## src/rtl/reconf_seq_pkg.sv

```systemverilog
package reconf_seq_pkg;
  localparam logic [5:0] A_CHAN = 6'h38;
  localparam logic [5:0] A_CSR  = 6'h3A;
  localparam logic [5:0] A_OFS  = 6'h3B;
  localparam logic [5:0] A_DAT  = 6'h3C;
  localparam int BUSY_BIT  = 8;
  localparam int GO_BIT    = 0;
  localparam int MODE_LO   = 2;

  typedef enum logic [3:0] {
    ST_CHAN, ST_MODE_RD, ST_MODE_WR, ST_OFF0, ST_BASE,
    ST_GO1_RD, ST_GO1_WR, ST_OFF1, ST_CFG3, ST_GO2_RD, ST_GO2_WR, ST_POLL
  } step_e;

  typedef enum logic [1:0] {T_IDLE, T_ISSUE, T_WAIT} top_st_e;
endpackage

```

## src/rtl/reconf_mm_access.sv

```systemverilog
module reconf_mm_access #(
  parameter int AW = 6,
  parameter int DW = 32
) (
  input  logic          clk,
  input  logic          rst,
  input  logic          req,
  input  logic          req_rd,
  input  logic [AW-1:0] req_addr,
  input  logic [DW-1:0] req_wdata,
  output logic          ack,
  output logic [DW-1:0] ack_rdata,
  output logic [AW-1:0] m_addr,
  output logic          m_wr,
  output logic          m_rd,
  output logic [DW-1:0] m_wdata,
  input  logic          m_wait,
  input  logic [DW-1:0] m_rdata,
  input  logic          m_rvalid
);
  typedef enum logic [1:0] {B_IDLE, B_CMD, B_RDATA} bus_st_e;
  bus_st_e st;

  always_ff @(posedge clk) begin
    if (rst) begin
      st        <= B_IDLE;
      m_addr    <= '0;
      m_wr      <= 1'b0;
      m_rd      <= 1'b0;
      m_wdata   <= '0;
      ack       <= 1'b0;
      ack_rdata <= '0;
    end else begin
      ack <= 1'b0;
      case (st)
        B_IDLE: if (req) begin
          m_addr  <= req_addr;
          m_wdata <= req_rd ? '0 : req_wdata;
          m_wr    <= !req_rd;
          m_rd    <= req_rd;
          st      <= B_CMD;
        end
        B_CMD: if (!m_wait) begin
          m_wr <= 1'b0;
          m_rd <= 1'b0;
          if (m_rd) st <= B_RDATA;
          else begin
            ack <= 1'b1;
            st  <= B_IDLE;
          end
        end
        B_RDATA: if (m_rvalid) begin
          ack_rdata <= m_rdata;
          ack       <= 1'b1;
          st        <= B_IDLE;
        end
        default: st <= B_IDLE;
      endcase
    end
  end
endmodule

```

## src/rtl/reconf_poll_timer.sv

```systemverilog
module reconf_poll_timer #(
  parameter int LIMIT = 1024
) (
  input  logic clk,
  input  logic rst,
  input  logic clr,
  input  logic tick,
  output logic last
);
  localparam int CW = $clog2(LIMIT + 1);
  logic [CW-1:0] cnt;

  always_ff @(posedge clk) begin
    if (rst || clr) cnt <= '0;
    else if (tick)  cnt <= cnt + 1'b1;
  end

  assign last = (cnt == CW'(LIMIT - 1));
endmodule

```

## src/rtl/reconf_stream_seq.sv

```systemverilog
module reconf_stream_seq
  import reconf_seq_pkg::*;
#(
  parameter int          LANES      = 2,
  parameter int          AW         = 6,
  parameter int          DW         = 32,
  parameter logic [31:0] DEF_BASE   = 32'h1000,
  parameter int          POLL_LIMIT = 1024
) (
  input  logic                   clk,
  input  logic                   rst,
  input  logic                   start,
  input  logic [2*LANES*DW-1:0]  img_base,
  output logic [AW-1:0]          m_addr,
  output logic                   m_wr,
  output logic                   m_rd,
  output logic [DW-1:0]          m_wdata,
  input  logic                   m_wait,
  input  logic [DW-1:0]          m_rdata,
  input  logic                   m_rvalid,
  output logic                   done,
  output logic                   err
);
  localparam int NIF = 2 * LANES;
  localparam int IW  = (NIF > 1) ? $clog2(NIF) : 1;
  localparam logic [DW-1:0] MODE_MASK = DW'(3) << MODE_LO;
  localparam logic [DW-1:0] GO_MASK   = DW'(1) << GO_BIT;

  top_st_e       tst;
  step_e         step;
  logic [IW-1:0] idx;
  logic [DW-1:0] csr_img;

  logic [DW-1:0] base_arr [NIF];
  for (genvar g = 0; g < NIF; g++) begin : g_base
    assign base_arr[g] = (img_base[g*DW +: DW] == '0) ? DW'(DEF_BASE) : img_base[g*DW +: DW];
  end

  logic          req, req_rd, acc_ack;
  logic [AW-1:0] req_addr;
  logic [DW-1:0] req_wdata, acc_rdata, base_cur, csr_clean;

  assign base_cur  = base_arr[idx];
  assign csr_clean = csr_img & ~MODE_MASK;
  assign req       = (tst == T_ISSUE);

  always_comb begin
    req_rd    = 1'b0;
    req_addr  = AW'(A_CSR);
    req_wdata = '0;
    case (step)
      ST_CHAN: begin
        req_addr  = AW'(A_CHAN);
        req_wdata = DW'(idx);
      end
      ST_MODE_RD, ST_GO1_RD, ST_GO2_RD, ST_POLL: req_rd = 1'b1;
      ST_MODE_WR: req_wdata = csr_clean;
      ST_GO1_WR, ST_GO2_WR: req_wdata = csr_clean | GO_MASK;
      ST_OFF0: req_addr = AW'(A_OFS);
      ST_OFF1: begin
        req_addr  = AW'(A_OFS);
        req_wdata = DW'(1);
      end
      ST_BASE: begin
        req_addr  = AW'(A_DAT);
        req_wdata = base_cur;
      end
      ST_CFG3: begin
        req_addr  = AW'(A_DAT);
        req_wdata = DW'(3);
      end
      default: ;
    endcase
  end

  reconf_mm_access #(.AW(AW), .DW(DW)) u_bus (
    .clk(clk), .rst(rst),
    .req(req), .req_rd(req_rd), .req_addr(req_addr), .req_wdata(req_wdata),
    .ack(acc_ack), .ack_rdata(acc_rdata),
    .m_addr(m_addr), .m_wr(m_wr), .m_rd(m_rd), .m_wdata(m_wdata),
    .m_wait(m_wait), .m_rdata(m_rdata), .m_rvalid(m_rvalid)
  );

  logic poll_tick, poll_clr, poll_last, busy_now;
  assign busy_now  = acc_rdata[BUSY_BIT];
  assign poll_tick = (tst == T_WAIT) && acc_ack && (step == ST_POLL) && busy_now;
  assign poll_clr  = (tst == T_IDLE) || (step != ST_POLL);

  reconf_poll_timer #(.LIMIT(POLL_LIMIT)) u_poll (
    .clk(clk), .rst(rst), .clr(poll_clr), .tick(poll_tick), .last(poll_last)
  );

  always_ff @(posedge clk) begin
    if (rst) begin
      tst     <= T_IDLE;
      step    <= ST_CHAN;
      idx     <= '0;
      csr_img <= '0;
      done    <= 1'b0;
      err     <= 1'b0;
    end else begin
      done <= 1'b0;
      case (tst)
        T_IDLE: if (start) begin
          tst  <= T_ISSUE;
          step <= ST_CHAN;
          idx  <= '0;
          err  <= 1'b0;
        end
        T_ISSUE: tst <= T_WAIT;
        T_WAIT: if (acc_ack) begin
          tst <= T_ISSUE;
          if (step == ST_MODE_RD || step == ST_GO1_RD || step == ST_GO2_RD)
            csr_img <= acc_rdata;
          case (step)
            ST_CHAN:    step <= ST_MODE_RD;
            ST_MODE_RD: step <= ST_MODE_WR;
            ST_MODE_WR: step <= ST_OFF0;
            ST_OFF0:    step <= ST_BASE;
            ST_BASE:    step <= ST_GO1_RD;
            ST_GO1_RD:  step <= ST_GO1_WR;
            ST_GO1_WR:  step <= ST_OFF1;
            ST_OFF1:    step <= ST_CFG3;
            ST_CFG3:    step <= ST_GO2_RD;
            ST_GO2_RD:  step <= ST_GO2_WR;
            ST_GO2_WR:  step <= ST_POLL;
            ST_POLL: begin
              if (!busy_now) begin
                if (idx == IW'(NIF - 1)) begin
                  done <= 1'b1;
                  tst  <= T_IDLE;
                end else begin
                  idx  <= idx + 1'b1;
                  step <= ST_CHAN;
                end
              end else if (poll_last) begin
                err <= 1'b1;
                tst <= T_IDLE;
              end
            end
            default: step <= ST_CHAN;
          endcase
        end
        default: tst <= T_IDLE;
      endcase
    end
  end
endmodule

```

## config.mk

```make
export PLATFORM = sky130hd
export DESIGN_NAME = reconf_stream_seq
export DESIGN_NICKNAME = d
export VERILOG_FILES = /design/src/rtl/reconf_seq_pkg.sv /design/src/rtl/reconf_mm_access.sv /design/src/rtl/reconf_poll_timer.sv /design/src/rtl/reconf_stream_seq.sv
export SDC_FILE = /design/constraint.sdc
export NUM_CORES = 1
export LEC_CHECK = 0
export ABC_AREA = 1
export BUFFER_PORTS_ARGS = -buffer_cell sky130_fd_sc_hd__buf_2
export CAP_MARGIN = 5
export CORE_MARGIN = 2
export CORE_UTILIZATION = 47
export DETAILED_ROUTE_END_ITERATION = 10
export MAX_ROUTING_LAYER = met4
export PLACE_DENSITY = 0.85
export SLEW_MARGIN = 20
export SYNTH_ARGS = -nofsm -noshare
export SYNTH_HDL_FRONTEND = slang
export SYNTH_SLANG_ARGS = --single-unit
```

## constraint.sdc

```tcl
create_clock -name clk -period 1.6 [get_ports clk]
set_clock_uncertainty 0.05 [all_clocks]
set_input_delay 0.16 -clock clk [delete_from_list [all_inputs] [get_ports clk]]
set_output_delay 0.16 -clock clk [all_outputs]
set_load 0.02 [all_outputs]
```

# Word level (Yosys, flattened, before mapping)
# Index checks and enable logic that the tools add are counted.
# word_totals
reg_bits	128
input_bits	165
wordCells	133
# op_classes
n_addsub	2
order_cmp	1
n_eq_ne	30
n_mux	51
bitwise_logic	4
reduce_logical	31
# ops
op	n
32-bit two-way mux	7
32-bit one-hot mux with 6 select lines	1
32-bit zero test	4
32-bit binary-select mux with 2-bit select	1
4-bit one-hot mux with 12 select lines	1
2-bit two-way mux	13
4-bit by 3-bit equality test with 1-bit output, second input constant	4
4-bit equality test, second input constant	4
4-bit two-way mux	4
1-bit two-way mux	15
2-bit inequality test, second input constant	7
2-bit one-hot mux with 3 select lines	2
6-bit AND reduction	2
11-bit by 1-bit adder with 11-bit output, second input constant	1
11-bit by 10-bit equality test with 1-bit output, second input constant	1
3-bit one-hot mux with 3 select lines	1
3-bit AND reduction	3
4-bit by 2-bit equality test with 1-bit output, second input constant	2
1-bit one-hot mux with 2 select lines	4
4-bit one-hot mux with 2 select lines	1
2-bit equality test, second input constant	3
2-bit by 1-bit inequality test with 1-bit output, second input constant	3
3-bit inequality test, second input constant	2
2-bit AND reduction	3
18 further kinds	30

# Depth between registers and ports, before layout
# logic_depth
ltp_word	7
ltp_mapped	13

# Hierarchy
# Synthesis repeated with hierarchy kept, for this count alone.
# hier_totals
cells_unflattened	1048
hier_area_um2	7014.2
# by_module_without_submodules
module	n_inst	cells_per_inst	area_each_um2	seq_area_each_um2
reconf_stream_seq	1	617	3532.1	800.8
reconf_mm_access	1	358	2955.3	1501.4
reconf_poll_timer	1	73	526.8	220.2

# Least setup slack after synthesis
# OpenSTA, ideal clock, no wires.
# synth_timing
path_kind	register to register
startpoint	reg u_bus.st[0]
endpoint	reg u_bus.m_wdata[14]
t_arrival_ns	1.564
required_ns	1.480
slack_ns	-0.084
stages_incl_launch_ff	9
path_buffers	2
period_less_slack_ns	1.684
cell_sequence	dfxtp_1 > inv_1 > ha_1 > nand3_1 > inv_1 > clkbuf_1 > buf_1 > nand2_1 > a21oi_1
# synth_between
elab_chain_cells	2
# synth_lines
element	line	rtl
start: declaration	reconf_mm_access.sv:22	bus_st_e st;
start signal: assignment	reconf_mm_access.sv:26	st <= B_IDLE;
start signal: assignment	reconf_mm_access.sv:41	st <= B_CMD;
start signal: assignment	reconf_mm_access.sv:46	if (m_rd) st <= B_RDATA;
2-bit zero test	reconf_mm_access.sv:35	case (st)
2-bit AND reduction (no line)	n/a	
end signal: assignment	reconf_mm_access.sv:38	m_wdata <= req_rd ? '0 : req_wdata;
end: declaration	reconf_mm_access.sv:16	output logic [DW-1:0] m_wdata,
# Every way passes these cells.
# A chain may end at the register's enable or synchronous reset.

# Worst setup path in the final report
# layout_timing
startpoint	reg step[0]
endpoint	reg u_bus.m_wdata[20]
# layout_between
elab_chain_cells	4
word_cells_on_any_way	16
cone_classes	eq/ne (10); mux (3); reduce/logical (3)
# layout_lines
element	line	rtl
start: declaration	reconf_stream_seq.sv:30	step_e step;
start signal: assignment	reconf_stream_seq.sv:96	step <= ST_CHAN;
start signal: assignment	reconf_stream_seq.sv:106	step <= ST_CHAN;
start signal: assignment	reconf_stream_seq.sv:116	ST_CHAN: step <= ST_MODE_RD;
4-bit equality test (tied with other cells)	reconf_stream_seq.sv:51	case (step)
2-bit OR reduction or 4-bit OR reduction (tied branches)	reconf_stream_seq.sv:51	
32-bit one-hot mux with 6 select lines or 1-bit two-way mux (tied branches)	reconf_stream_seq.sv:51	
32-bit two-way mux (*)	reconf_mm_access.sv:38	
# Every way passes the cells marked *; elsewhere a longest branch is shown, timed or not.

==> flow_summary.json <==
{
  "outcome": "finished, violations left",
  "violations": "setup timing",
  "synth_seq_cells": 122,
  "synth-main-ff-cell": "dfxtp_1",
  "synthesis.nets": 1176,
  "maxSlewViolCount": 0,
  "grt_pass1_vias": 7102,
  "io_pins": 207,
  "multi_input_area_mm2": 0.00374,
  "hold_class": "primary input to flop",
  "critPathLaunchType": "flop",
  "dieArea_mm2": 0.0148,
  "cts_tree": "done",
  "max_cap_viol_count": 0,
  "antenna_found_initial": 0,
  "initial_utilization_pct": 48.7,
  "arrival_ns": 2.04,
  "synthesis.area_mm2": 0.00650,
  "fp.dieH_um": 122,
  "clkSlewWorstSetupHoldPaths_ns": 0.05,
  "regArea_mm2": 0.00245,
  "async_flop_share_pct": 0,
  "place_ws_ns": -0.0677,
  "seq_area_frac_synth_pct": 37.6,
  "vias": 8083,
  "worst_slack_ns": -0.143,
  "setup_viol": 10,
  "cp-end-kind": "flop",
  "fin_util_pct": 71.4,
  "intPower_uw": 6340,
  "core_mm2": 0.0133,
  "drt_first_iter_violations": 821,
  "final_nets": 1447,
  "cts_num_sinks": 122,
  "cts_buffer_depth": 2,
  "dp_hpwl_um": 16400,
  "h-tree-depth": 4,
  "num_rows": 42,
  "worst_pin_slew_ns": 0.429,
  "grt_overflow": 0,
  "final_hold_viol_count": 0,
  "pwr-share-seq_pct": 37.2,
  "insertion_delay_ns": 0.42,
  "grt_max_degree": 50,
  "cts_inserted_buffers": 17,
  "rsz0062_at_grt": "yes",
  "fmax_ghz": 0.574,
  "peakVddDrop_v": 0.000773,
  "pwr-share-comb_pct": 24.8,
  "final.setup.tns_ns": -0.304,
  "grt_pass1_wl_um": 33600,
  "wl_per_cell_um": 16.5,
  "fillers": 1062,
  "period_share_pct": 109,
  "viasPerCell": 5.52,
  "ys_types": 40,
  "avgSynthCellArea_um2": 6.46,
  "dr.pass1.iters": 5,
  "die_w_um": 122,
  "p_leak_uw": 0.00432,
  "drcViolationCount": 0,
  "diodes": 0,
  "wirelength_um": 24200,
  "reg2reg_from": "step[0]",
  "period_needed_ns": 1.74,
  "synth-edff-count": 0,
  "switchingPower_uw": 2770,
  "cp.required_ns": 1.89,
  "swShare_pct": 30.4,
  "crit_fanout": 6,
  "yosys_warnings": 0,
  "place.gp.congestion": 0.965,
  "power.density_mw_per_mm2": 956,
  "startpoint": "step[0]",
  "max_slew_margin_pct": 71.3,
  "synthToLayoutAreaGrowth_pct": 46.6,
  "grt_usage_pct": 30.0,
  "drive_gt1_share_pct": 31.7,
  "port_buffers": 204,
  "netlist_instances": 1006,
  "cts-root-buf": "clkbuf_16",
  "p_clk_share_pct": 38.0,
  "min-delay-start": "m_rdata[29]",
  "antenna_left": 0,
  "crit_type": "flop to flop"
}
==> cell usage in the layout (no fill, tap or decap), types with 8 or more instances in the layout <==
master	Yosys	final
o21ai_1	0	28
inv_1	108	101
nand3_1	45	31
a21oi_1	90	76
buf_4	2	58
o21ai_2	1	17
dfxtp_1	122	116
nand4_1	9	9
buf_2	6	204
nand3_2	0	10
o211ai_1	16	16
o21ai_0	128	84
a32o_1	9	9
a21oi_2	0	14
inv_2	2	8
buf_12	0	9
dlygate4sd3_1	0	27
nor2_1	181	170
clkbuf_16	0	24
nand2_1	187	180
==> sequential cells by signal, summed over array words and instances, names as in the netlist <==
register / count
u_bus.ack: 1
u_bus.m_wr: 1
err: 1
done: 1
u_bus.m_rd: 1
u_poll.cnt: 11
u_bus.ack_rdata: 30
csr_img: 30
idx: 2
u_bus.m_wdata: 32
u_bus.m_addr: 4
tst: 2
step: 4
u_bus.st: 2
==> cells in the mapped netlist, drive strengths merged, types with 4 or more instances <==
master	count	area share, %
xor2	4	0.54
a32o	9	1.4
a21oi	90	6.9
ha	5	0.96
nor2	182	11
o21ai	129	10
a31oi	4	0.39
clkbuf	46	2.7
nor3	7	0.89
nand4	10	1.2
nand2	191	11
dfxtp	122	38
o211ai	16	1.8
buf	13	1.1
inv	111	6.5
nand3	45	3.5
a211oi	6	0.69
==> power groups by stage <==
stage	Combinational (µW)	Clock (µW)	Sequential (µW)
after floorplan	1060	0	3440
after global placement	1830	0	3420
after detailed placement	1870	0	3420
after CTS	1940	3480	3370
after global routing	2450	3610	3410
final	2260	3460	3380
==> stage by stage <==
stage	power, µW	hold WS [ns]	cells	instance area [µm²]
floorplan	4500	0.277	1006	6500
global placement	5250	0.359	1394	8090
detailed placement	5290	0.364	1394	8090
CTS	8780	0.00720	1454	8940
global route	9470	0.0153	1465	9530
finish	9110	0.00781	1465	9530
==> cell type report <==
| class | instances | share of cell area (%) |
|---|---|---|
| well taps | 176 | 2.31 |
| repair buffers | 311 | 22.6 |
| clock buffers | 22 | 4.77 |
| clock inverters | 9 | 0.788 |
| inverters | 112 | 4.48 |
| flip-flops and latches | 122 | 25.8 |
| multi-input cells | 713 | 39.3 |
==> cell families (layout without fill, tap and decap cells) <==
family	after synthesis	count (layout)	synth area share (%)
buffers and inverters	171	454	10.3
xor gates and xnor gates	4	4	0.539
DFF	122	122	37.6
adders and majority gates	5	5	0.963
and+or+nand+nor	441	441	28.2
AOI/OAI and AO/OA	263	263	22.4
==> final timing paths <==
check	endpoint	slack [ns]	cells after the start
max	u_bus.m_wdata[20]	-0.14	10
min	u_bus.ack_rdata[29]	0.008	3
max reg2reg	u_bus.m_wdata[20]	-0.14	10
min reg2reg	csr_img[11]	0.40	2
==> metal layers <==
metal / part of all wire, % / track usage [%] / up-vias
li1: - / - / 3823
met1: 38 / 35.2 / 3680
met2: 49 / 50.8 / 500
met3: 9.3 / 6.04 / 80
met4: 3.2 / 11.6 / 0
met5: 0 / - / -
==> timing repair <==
action	in CTS	in global routing
pin swaps	0	24
buffers inserted	2	5
setup endpoints to repair	34	90
gates cloned	0	7
hold buffers	27	0
hold endpoints to repair	27	0
gates resized for setup	17	138
==> critical path, cell delays in order (launching register included) <==
cell       delay (ns)
dfxtp_2          0.34
buf_4            0.15
nor2_4           0.10
inv_2            0.05
nor2_4           0.19
buf_12           0.18
clkbuf_16        0.15
nand3_2          0.07
o21ai_1          0.13
nand2_1          0.11
a21oi_1          0.14
Note: power is estimated with default switching activity, not from simulation.
